===== src/rtl/rsr_pkg.sv =====
package rsr_pkg;
  localparam logic [1:0] OP_ADD = 2'd0;
  localparam logic [1:0] OP_SUB = 2'd1;
  localparam logic [1:0] OP_MUL = 2'd2;

  function automatic logic needs_mul(input logic [1:0] op);
    return op == OP_MUL;
  endfunction
endpackage


===== src/rtl/rsr_fifo.sv =====
module rsr_fifo #(
  parameter int W     = 11,
  parameter int DEPTH = 4
) (
  input  logic         clk,
  input  logic         rst_n,
  input  logic         push,
  input  logic [W-1:0] push_data,
  output logic         can_push,
  input  logic         pop,
  output logic         head_valid,
  output logic [W-1:0] head_data
);
  localparam int AW = (DEPTH > 1) ? $clog2(DEPTH) : 1;
  localparam int CW = $clog2(DEPTH + 1);

  logic [W-1:0]  mem [DEPTH];
  logic [AW-1:0] wr_ptr, rd_ptr;
  logic [CW-1:0] fill;
  logic          do_push, do_pop;

  function automatic logic [AW-1:0] wrap_inc(input logic [AW-1:0] p);
    return (p == AW'(DEPTH - 1)) ? '0 : p + 1'b1;
  endfunction

  assign can_push   = fill != CW'(DEPTH);
  assign head_valid = fill != '0;
  assign head_data  = mem[rd_ptr];
  assign do_push    = push && can_push;
  assign do_pop     = pop && head_valid;

  always_ff @(posedge clk) begin
    if (!rst_n) begin
      wr_ptr <= '0;
      rd_ptr <= '0;
      fill   <= '0;
    end else begin
      if (do_push) begin
        mem[wr_ptr] <= push_data;
        wr_ptr      <= wrap_inc(wr_ptr);
      end
      if (do_pop) rd_ptr <= wrap_inc(rd_ptr);
      fill <= fill + CW'(do_push) - CW'(do_pop);
    end
  end


  no_overflow_chk: assert property (@(posedge clk) disable iff (!rst_n)
    (push && !can_push) |=> (fill == $past(fill) - CW'($past(do_pop))));
endmodule


===== src/rtl/rsr_station.sv =====
module rsr_station #(
  parameter int DW  = 16,
  parameter int TW  = 3,
  parameter int RW  = 3,
  parameter int LAT = 2
) (
  input  logic          clk,
  input  logic          rst_n,
  input  logic          load,
  input  logic [1:0]    ld_op,
  input  logic [RW-1:0] ld_dst,
  input  logic [DW-1:0] ld_vj,
  input  logic [DW-1:0] ld_vk,
  input  logic [TW-1:0] ld_qj,
  input  logic [TW-1:0] ld_qk,
  input  logic          ld_qjv,
  input  logic          ld_qkv,
  input  logic          cdb_valid,
  input  logic [TW-1:0] cdb_tag,
  input  logic [DW-1:0] cdb_value,
  input  logic          grant,
  output logic          busy,
  output logic          done,
  output logic [DW-1:0] res,
  output logic [RW-1:0] dst
);
  import rsr_pkg::*;
  localparam int CW = (LAT > 1) ? $clog2(LAT) : 1;

  logic [1:0]    op;
  logic [DW-1:0] vj, vk;
  logic [TW-1:0] qj, qk;
  logic          qjv, qkv, exec, start;
  logic [CW-1:0] cnt;

  function automatic logic [DW-1:0] calc(input logic [1:0] o, input logic [DW-1:0] a,
                                         input logic [DW-1:0] b);
    case (o)
      OP_SUB:  return a - b;
      OP_MUL:  return a * b;
      default: return a + b;
    endcase
  endfunction

  assign start = busy && !qjv && !qkv && !exec && !done;

  always_ff @(posedge clk) begin
    if (!rst_n) begin
      busy <= 1'b0;
      done <= 1'b0;
      exec <= 1'b0;
      qjv  <= 1'b0;
      qkv  <= 1'b0;
      cnt  <= '0;
    end else if (load) begin
      busy <= 1'b1;
      done <= 1'b0;
      exec <= 1'b0;
      op   <= ld_op;
      dst  <= ld_dst;
      vj   <= ld_vj;
      vk   <= ld_vk;
      qj   <= ld_qj;
      qk   <= ld_qk;
      qjv  <= ld_qjv;
      qkv  <= ld_qkv;
    end else if (busy) begin
      if (done && grant) begin
        busy <= 1'b0;
        done <= 1'b0;
      end
      if (qjv && cdb_valid && qj == cdb_tag) begin
        vj  <= cdb_value;
        qjv <= 1'b0;
      end
      if (qkv && cdb_valid && qk == cdb_tag) begin
        vk  <= cdb_value;
        qkv <= 1'b0;
      end
      if (start) begin
        exec <= 1'b1;
        cnt  <= CW'(LAT - 1);
      end else if (exec) begin
        if (cnt == '0) begin
          exec <= 1'b0;
          done <= 1'b1;
          res  <= calc(op, vj, vk);
        end else begin
          cnt <= cnt - 1'b1;
        end
      end
    end
  end


  dispatch_ready_chk: assert property (@(posedge clk) disable iff (!rst_n)
    $rose(exec) |-> $past(busy && !qjv && !qkv));

  free_after_cdb_chk: assert property (@(posedge clk) disable iff (!rst_n)
    (done && grant) |=> !busy);
endmodule


===== src/rtl/rs_rename_core.sv =====
module rs_rename_core #(
  parameter int DW      = 16,
  parameter int NREG    = 8,
  parameter int N_ADD   = 3,
  parameter int N_MUL   = 2,
  parameter int ADD_LAT = 2,
  parameter int MUL_LAT = 3,
  parameter int QDEPTH  = 4
) (
  input  logic                              clk,
  input  logic                              rst_n,
  input  logic                              in_valid,
  output logic                              in_ready,
  input  logic [1:0]                        in_op,
  input  logic [$clog2(NREG)-1:0]           in_dst,
  input  logic [$clog2(NREG)-1:0]           in_src1,
  input  logic [$clog2(NREG)-1:0]           in_src2,
  output logic                              cdb_valid,
  output logic [$clog2(N_ADD+N_MUL)-1:0]    cdb_tag,
  output logic [$clog2(NREG)-1:0]           cdb_dst,
  output logic [DW-1:0]                     cdb_value,
  input  logic [$clog2(NREG)-1:0]           rd_addr,
  output logic [DW-1:0]                     rd_data,
  output logic                              rd_busy
);
  import rsr_pkg::*;
  localparam int NRS = N_ADD + N_MUL;
  localparam int RW  = $clog2(NREG);
  localparam int TW  = $clog2(NRS);
  localparam int IW  = 2 + 3 * RW;

  // architectural state and rename table
  logic [DW-1:0] regs       [NREG];
  logic          stat_valid [NREG];
  logic [TW-1:0] stat_tag   [NREG];

  // queue head
  logic          head_valid;
  logic [IW-1:0] head_word;
  logic [1:0]    head_op;
  logic [RW-1:0] head_dst, head_s1, head_s2;
  assign {head_op, head_dst, head_s1, head_s2} = head_word;

  // station signals
  logic [NRS-1:0] st_busy, st_done, load_vec, grant;
  logic [DW-1:0]  st_res [NRS];
  logic [RW-1:0]  st_dst [NRS];

  // issue events
  logic          type_free, issue_fire;
  logic [TW-1:0] new_tag;
  logic [DW-1:0] op_v [2];
  logic [TW-1:0] op_q [2];
  logic          op_qv [2];
  logic [TW-1:0] win_tag;

  rsr_fifo #(.W(IW), .DEPTH(QDEPTH)) u_fifo (
    .clk(clk), .rst_n(rst_n),
    .push(in_valid), .push_data({in_op, in_dst, in_src1, in_src2}), .can_push(in_ready),
    .pop(issue_fire), .head_valid(head_valid), .head_data(head_word)
  );

  // lowest free station of the head's kind
  always_comb begin
    type_free = 1'b0;
    new_tag   = '0;
    for (int i = NRS - 1; i >= 0; i--) begin
      if (((i >= N_ADD) == needs_mul(head_op)) && !st_busy[i]) begin
        type_free = 1'b1;
        new_tag   = TW'(i);
      end
    end
  end
  assign issue_fire = head_valid && type_free;
  assign load_vec   = issue_fire ? (NRS'(1) << new_tag) : '0;

  // operand resolution: register file, same-cycle broadcast, or producer tag
  always_comb begin
    for (int s = 0; s < 2; s++) begin
      logic [RW-1:0] src;
      src      = (s == 0) ? head_s1 : head_s2;
      op_v[s]  = regs[src];
      op_q[s]  = stat_tag[src];
      op_qv[s] = 1'b0;
      if (stat_valid[src]) begin
        if (cdb_valid && cdb_tag == stat_tag[src]) op_v[s] = cdb_value;
        else op_qv[s] = 1'b1;
      end
    end
  end

  for (genvar i = 0; i < NRS; i++) begin : g_st
    rsr_station #(.DW(DW), .TW(TW), .RW(RW),
                  .LAT((i < N_ADD) ? ADD_LAT : MUL_LAT)) u_st (
      .clk(clk), .rst_n(rst_n), .load(load_vec[i]),
      .ld_op(head_op), .ld_dst(head_dst),
      .ld_vj(op_v[0]), .ld_vk(op_v[1]), .ld_qj(op_q[0]), .ld_qk(op_q[1]),
      .ld_qjv(op_qv[0]), .ld_qkv(op_qv[1]),
      .cdb_valid(cdb_valid), .cdb_tag(cdb_tag), .cdb_value(cdb_value),
      .grant(grant[i]), .busy(st_busy[i]), .done(st_done[i]),
      .res(st_res[i]), .dst(st_dst[i])
    );
  end

  // single broadcast bus, lowest finished tag wins
  always_comb begin
    cdb_valid = 1'b0;
    win_tag   = '0;
    for (int i = NRS - 1; i >= 0; i--) begin
      if (st_done[i]) begin
        cdb_valid = 1'b1;
        win_tag   = TW'(i);
      end
    end
  end
  assign grant     = cdb_valid ? (NRS'(1) << win_tag) : '0;
  assign cdb_tag   = win_tag;
  assign cdb_value = st_res[win_tag];
  assign cdb_dst   = st_dst[win_tag];

  always_ff @(posedge clk) begin
    if (!rst_n) begin
      for (int r = 0; r < NREG; r++) begin
        regs[r]       <= DW'(r);
        stat_valid[r] <= 1'b0;
        stat_tag[r]   <= '0;
      end
    end else begin
      for (int r = 0; r < NREG; r++) begin
        if (cdb_valid && stat_valid[r] && stat_tag[r] == cdb_tag) begin
          regs[r]       <= cdb_value;
          stat_valid[r] <= 1'b0;
        end
        if (issue_fire && head_dst == RW'(r)) begin
          stat_valid[r] <= 1'b1;
          stat_tag[r]   <= new_tag;
        end
      end
    end
  end

  assign rd_data = regs[rd_addr];
  assign rd_busy = stat_valid[rd_addr];


  issue_stall_chk: assert property (@(posedge clk) disable iff (!rst_n)
    (head_valid && !type_free) |=> (head_valid && $stable(head_word)));

  status_tag_chk: assert property (@(posedge clk) disable iff (!rst_n)
    issue_fire |=> (stat_valid[$past(head_dst)] && stat_tag[$past(head_dst)] == $past(new_tag)));

  for (genvar j = 0; j < NRS; j++) begin : g_prio

    cdb_prio_chk: assert property (@(posedge clk) disable iff (!rst_n)
      (cdb_valid && int'(cdb_tag) > j) |-> !st_done[j]);
  end

  for (genvar r = 0; r < NREG; r++) begin : g_reg

    stale_write_chk: assert property (@(posedge clk) disable iff (!rst_n)
      !(cdb_valid && stat_valid[r] && stat_tag[r] == cdb_tag) |=> $stable(regs[r]));
  end
endmodule


===== config.mk =====
export PLATFORM = sky130hd
export DESIGN_NAME = rs_rename_core
export DESIGN_NICKNAME = d
export VERILOG_FILES = /design/src/rtl/rsr_pkg.sv /design/src/rtl/rsr_fifo.sv /design/src/rtl/rsr_station.sv /design/src/rtl/rs_rename_core.sv
export SDC_FILE = /design/constraint.sdc
export NUM_CORES = 2
export LEC_CHECK = 0
export BUFFER_PORTS_ARGS = -buffer_cell sky130_fd_sc_hd__buf_2
export CAP_MARGIN = 20
export CORE_MARGIN = 3
export CORE_UTILIZATION = 30
export DETAILED_ROUTE_END_ITERATION = 8
export GPL_ROUTABILITY_DRIVEN = 0
export PLACE_DENSITY = 0.45
export SLEW_MARGIN = 10
export SYNTH_ARGS = -nofsm -noshare
export SYNTH_HDL_FRONTEND = slang
export SYNTH_SLANG_ARGS = --single-unit

===== constraint.sdc =====
create_clock -name clk -period 15.21 [get_ports clk]
set_input_delay 0.7605 -clock clk [delete_from_list [all_inputs] [get_ports clk]]
set_output_delay 0.7605 -clock clk [all_outputs]
set_load 0.005 [all_outputs]

### Yosys cells after proc, flatten, opt, wreduce, memory -nomap -nowiden

Memories as Yosys holds them, arrays and structs flattened. A register that Yosys moved wholly into a read port is not among the register bits.
Cells that the tools add are included.

| cells by class | value |
|---|---|
| shifts and indexed selects | 2 |
| bitwise operators | 48 |
| magnitude comparators | 1 |
| multiplexer cells | 254 |
| reduce and logical (&&, ||, !) cells | 168 |
| $mul | 5 |
| $add $sub $neg | 19 |
| eq/ne operators | 43 |

Operator list:

| kind | count |
|---|---|
| $mux 16 | 44 |
| $mux 1 | 171 |
| $pmux 16 s2 | 5 |
| $add 16x16->16 | 5 |
| $mul 16x16->16 | 5 |
| $sub 16x16->16 | 5 |
| $logic_and 1x1->1 | 79 |
| $eq 3x3->1 | 20 |
| $mux 3 | 20 |
| $bmux 16 s3 | 1 |
| $reduce_bool 2->1 | 20 |
| $reduce_and 3->1 | 13 |
| $or 1x1->1 | 32 |
| $reduce_and 2->1 | 15 |
| $reduce_and 6->1 | 5 |
| $logic_not 1->1 | 25 |
| $mux 2 | 10 |
| $eq 2x2->1 const B | 8 |
| $not 1->1 | 15 |
| $eq 3x3->1 const B | 4 |
| $eq 2x1->1 const B | 5 |
| $mux 5 | 2 |
| $reduce_or 2->1 | 5 |
| $shl 1x3->5 const A | 2 |
| 16 further kinds | 24 |

| storage, ports and cells | value |
|---|---|
| register bits | 334 |
| memory bits (writable) | 204 |
| output and inout port bits | 41 |
| memories kept | 4 |
| bits of input ports | 17 |

Memories:

| memory | depth | width | rd ports | clocked after memory_dff | write ports | line | source |
|---|---|---|---|---|---|---|---|
| regs | 8 | 16 | 3 | 0 | 8 | rs_rename_core.sv:33 | `logic [DW-1:0] regs [NREG];` |
| u_fifo.mem | 4 | 11 | 1 | 1 | 1 | rsr_fifo.sv:17 | `logic [W-1:0] mem [DEPTH];` |
| stat_tag | 8 | 3 | 10 | 0 | 8 | rs_rename_core.sv:35 | `logic [TW-1:0] stat_tag [NREG];` |
| stat_valid | 8 | 1 | 11 | 0 | 8 | rs_rename_core.sv:34 | `logic stat_valid [NREG];` |

### Logic depth before layout (Yosys ltp)

| depth | value |
|---|---|
| depth after elaboration | 13 |
| gate-level depth with buffers | 22 |
| depth with buffers taken out | 20 |

### Hierarchy

From an unflattened synthesis, not the netlist that was laid out.

| second synthesis, totals | value |
|---|---|
| cells, all modules | 5,147 |
| area total of the unflattened synthesis | 51,129.0 um^2 |

By module, submodules not included:

| module | area each (um^2) | cells an instance | instances | sequential area each (um^2) |
|---|---|---|---|---|
| rs_rename_core | 10,767.8 | 863 | 1 | 4,754.6 |
| rsr_station (g_st[3].u_st) | 7,773.7 | 839 | 1 | 1,911.8 |
| rsr_station (g_st[4].u_st) | 7,727.4 | 844 | 1 | 1,911.8 |
| rsr_station (g_st[1].u_st) | 7,613.6 | 831 | 1 | 1,891.8 |
| rsr_station (g_st[0].u_st) | 7,596.0 | 829 | 1 | 1,891.8 |
| rsr_station (g_st[2].u_st) | 7,583.5 | 832 | 1 | 1,891.8 |
| rsr_fifo | 2,067.0 | 109 | 1 | 1,501.4 |

### Worst setup path before layout

Ideal clock, no wire load.

| timing | value |
|---|---|
| kind | flip-flop to flip-flop |
| from | register g_st[1].u_st.vk[2] |
| to | register g_st[1].u_st.res[15], data pin |
| setup time | 0.271 ns |
| stages on the path, launching flop included | 20 |
| arrival | 5.219 ns |
| required time | 14.939 ns |
| buffers on the path | 2 |
| period minus slack after synthesis | 5.490 ns |
| setup slack | 9.720 ns |
| cells stage by stage | edfxtp_1 > clkbuf_1 > clkbuf_1 > nand2_1 > fa_1 > fa_1 > inv_1 > fa_1 > fa_1 > fa_1 > inv_1 > fa_1 > inv_1 > ha_1 > and3_1 > a211oi_1 > o21bai_1 > a21oi_1 > xnor2_1 > mux2i_1 |

| between the ends | value |
|---|---|
| longest elaborated chain between the ends | 2 |

Ends and longest elaborated chain:

| what | line | source |
|---|---|---|
| from (decl) | rsr_station.sv:31 | `logic [DW-1:0] vj, vk;` |
| from (signal assigned) | rsr_station.sv:62 | `vk <= ld_vk;` |
| from (signal assigned) | rsr_station.sv:77 | `vk <= cdb_value;` |
| $mul 16x16->16, or another cell as far along | rsr_station.sv:40 | `OP_MUL: return a * b;` |
| $pmux 16 s2 (*) | rsr_station.sv:38 | `case (o)` |
| to (signal assigned) | rsr_station.sv:87 | `res <= calc(op, vj, vk);` |
| to (decl) | rsr_station.sv:24 | `output logic [DW-1:0] res,` |

Mark *: on every way between the ends. The rest lies on a longest branch, timed or not.
A chain may end at the register's enable or synchronous reset.

### Worst setup path in the final report

| timing | value |
|---|---|
| from | register g_st[2].u_st.vk[4] |
| to | register g_st[2].u_st.res[15], data pin |

| between the ends | value |
|---|---|
| longest elaborated chain between the ends | 2 |

Ends and longest elaborated chain:

| what | line |
|---|---|
| from (decl) | rsr_station.sv:31 |
| from (signal assigned) | rsr_station.sv:62 |
| from (signal assigned) | rsr_station.sv:77 |
| $mul 16x16->16, or another cell as far along | rsr_station.sv:40 |
| $pmux 16 s2 (*) | rsr_station.sv:38 |
| to (signal assigned) | rsr_station.sv:87 |
| to (decl) | rsr_station.sv:24 |

Marked as above.

==> run metrics <==
FF-to-FF path depth 18; outcome completed; number of global-route vias before repair 37000; Post-DP Area 53200 sq um; biggest area consumer among synthesized cells edfxtp_1; CP Capture Type flop; Starting Density 30.3%; post-DR vias/cell 4.98; M1 WL 74.2 mm; Worst Hold Class input pin to flop; Critical Path AT 6.48 ns; wire length on met3 8.02 mm; syn_nets 5640; unrepaired setup endpoints after global routing false; fraction of registers with async set/reset 0%; share of cells above drive strength 1 9.53%; Post-synth EDFFs 494; Fmax 163 MHz; pre-CTS WS 9.07 ns; R2R Setup Slk 9.08 ns; Slew headroom 18.8%; buffers added on ports 57; FF-to-FF End g_st[2].u_st.res[15]$_DFFE_PP_; Worst-Margin Slew 1.19 ns; die height 415 microns; CTS tree yes; core footprint 165000 sq um; Final WS setup 9.08 ns; final hold viol count 0; fin nets 5638; worst-path fanout max 15; CTS root buffer clkbuf_16; max-capacitance violation count 0; Worst Hold Depth 1; TritonCTS Sinks 540; Layout Skew 0.0345 ns; syn avg cell area 10.3 sq um; Routed Antenna Nets 0; H-tree levels 3; via count 35500; Yosys warnings 0; die area 172000 sq um; fin crit period 6.13 ns; Final Max Slew Viols 0; startpoint class of the critical path flop; die span in x 415 microns; Yosys top cell area share 29.6%; Crit Path Class flop to flop; wire length per cell 23.3 microns; final setup TNS 0 ns; P&R area growth vs syn 10.8%; FF+latch count, synth 540; top sig layer met5; hpwl dp 120 mm; Main synth FF type edfxtp_1; initial antenna violation count 9; Synth cell types 64; # IOs 58; # setup viols final 0; Rows 149; Critical Path RT 15.56 ns; worst-case clock buffer depth 3; drt drc 0; hold_buf cts 0; r2r startpoint g_st[2].u_st.vk[4]$_DFFE_PP_; Num CTS Buffers 68; Syn Inst Count 4878; Synth Cell Area 50100 sq um; post-synthesis sequential area ratio 31.5%; first-pass GRT wire length 247 mm; # Post-CTS Setup Buffers 0; grt ovf 0; PostCTS Resize Cnt 0; Routed met2 length 78.5 mm; finished layout cell area 55500 sq um; period utilisation layout 40.3%; drt total wl 166 mm; GRT Overall Usage 19.1%; clock transition at the registers of the reported paths 0.06 ns; worst skew pair latency 0.65 ns; worst hold endpoint u_fifo.mem[1][1]$_DFFE_PP_; Initial DRC Count 2632; Detailed Routing Iterations Pass 1 5; beginning of the worst hold path in_src2[1]; synth top area cells edfxtp_1, fa_1, ha_1, mux2i_1, mux4_2; pin count of the biggest net entering global routing 45
-- cells in the final DEF, fill, tap and decap left out, types with 25 or more instances in the layout --
cell type and instances:
a21oi_1 161, buf_2 57, and2_1 349, mux2i_1 218, clkbuf_16 69, nand2b_1 36
mux4_2 107, o21ai_0 68, nor2_1 332, nor2b_1 34, nand3_1 43, dfxtp_1 46
o31ai_1 25, edfxtp_1 494, xnor2_1 256, mux2i_2 25, ha_1 339, inv_1 635
o21a_1 28, fa_1 406, a211oi_1 28, nand2_1 518, buf_4 91, xor2_1 107
nor3_1 72
-- worst max-delay path, stage by stage, from the launching register on --
cell      delay, ns
edfxtp_1       0.65
and2_1         0.30
fa_1           0.54
inv_1          0.05
fa_1           0.48
inv_1          0.06
fa_1           0.48
fa_1           0.52
fa_1           0.50
inv_1          0.05
fa_1           0.48
inv_1          0.04
ha_1           0.36
and3_1         0.20
a211oi_1       0.41
o21bai_1       0.13
a21oi_1        0.24
xnor2_1        0.21
mux2i_1        0.15
-- per-stage QoR --
step | util, % | hold WS, ns | cells
after floorplan | - | 0.445 | 4878
after global placement | 32.1 | 0.476 | 6984
after detailed placement | 32.1 | 0.477 | 6990
after CTS | 33.5 | 0.297 | 7114
after global routing | 33.5 | 0.318 | 7119
final | 33.5 | 0.339 | 7123
-- synth_stat cells, types with 24 or more instances --
cell type / number
a211oi_1: 29
a21oi_1: 165
a22oi_1: 24
and2_1: 349
and3_1: 24
clkbuf_1: 197
dfxtp_1: 46
edfxtp_1: 494
fa_1: 406
ha_1: 339
inv_1: 636
mux2i_1: 250
mux4_2: 108
nand2_1: 519
nand2b_1: 36
nand3_1: 43
nor2_1: 333
nor2b_1: 34
nor3_1: 76
o21a_1: 28
o21ai_0: 72
o31ai_1: 25
xnor2_1: 256
xor2_1: 107
-- state kept, by name, summed over array words and instances (netlist names), 7 cells and up, named ones only --
register	count
g_st.u_st.cnt	7
g_st.u_st.qj	15
g_st.u_st.dst	15
g_st.u_st.res	80
u_fifo.mem	44
g_st.u_st.op	10
g_st.u_st.vk	80
stat_tag	24
stat_valid	8
g_st.u_st.vj	80
g_st.u_st.qk	15
regs	128
-- cell families after synthesis --
group	synth area share (%)
adders and majority gates	24.7
xor gates and xnor gates	6.35
muxes	10.3
buffers and inverters	6.66
AOI/OAI and AO/OA	5.97
DFF	31.5
and+or+nand+nor	14.5
-- layout make-up --
class	count	area [sq um]
clock buffer	82	1800
inverter	636	2390
tap	2189	2740
timing repair buffer	158	1100
multi-input combinational	3472	31200
fill	16900	110000
sequential	540	15800
clock inverter	42	437
antenna	4	10.0
-- routing by layer --
metal / track usage, % / vias up
li1: - / 16300
met1: 26.0 / 18000
met2: 31.5 / 928
met3: 2.34 / 224
met4: 6.41 / 4
met5: 0 / -
-- worst max path at each step --
stage / startpoint / to / slack [ns] / depth (start not counted)
global route: g_st[2].u_st.vk[2]$_DFFE_PP_ / g_st[2].u_st.res[15]$_DFFE_PP_ / 8.81 / 17
finish: g_st[2].u_st.vk[4]$_DFFE_PP_ / g_st[2].u_st.res[15]$_DFFE_PP_ / 9.08 / 18
CTS: g_st[2].u_st.vk[4]$_DFFE_PP_ / g_st[2].u_st.res[15]$_DFFE_PP_ / 9.02 / 18
floorplan: g_st[1].u_st.vk[2]$_DFFE_PP_ / g_st[1].u_st.res[15]$_DFFE_PP_ / 9.72 / 19
global placement: g_st[2].u_st.vk[4]$_DFFE_PP_ / g_st[2].u_st.res[15]$_DFFE_PP_ / 9.01 / 18
detailed placement: g_st[2].u_st.vk[2]$_DFFE_PP_ / g_st[2].u_st.res[15]$_DFFE_PP_ / 9.07 / 17
Power is left out: the tool's default activity adds up to more than one toggle a clock period on the data nets, which glitch-free logic cannot reach.
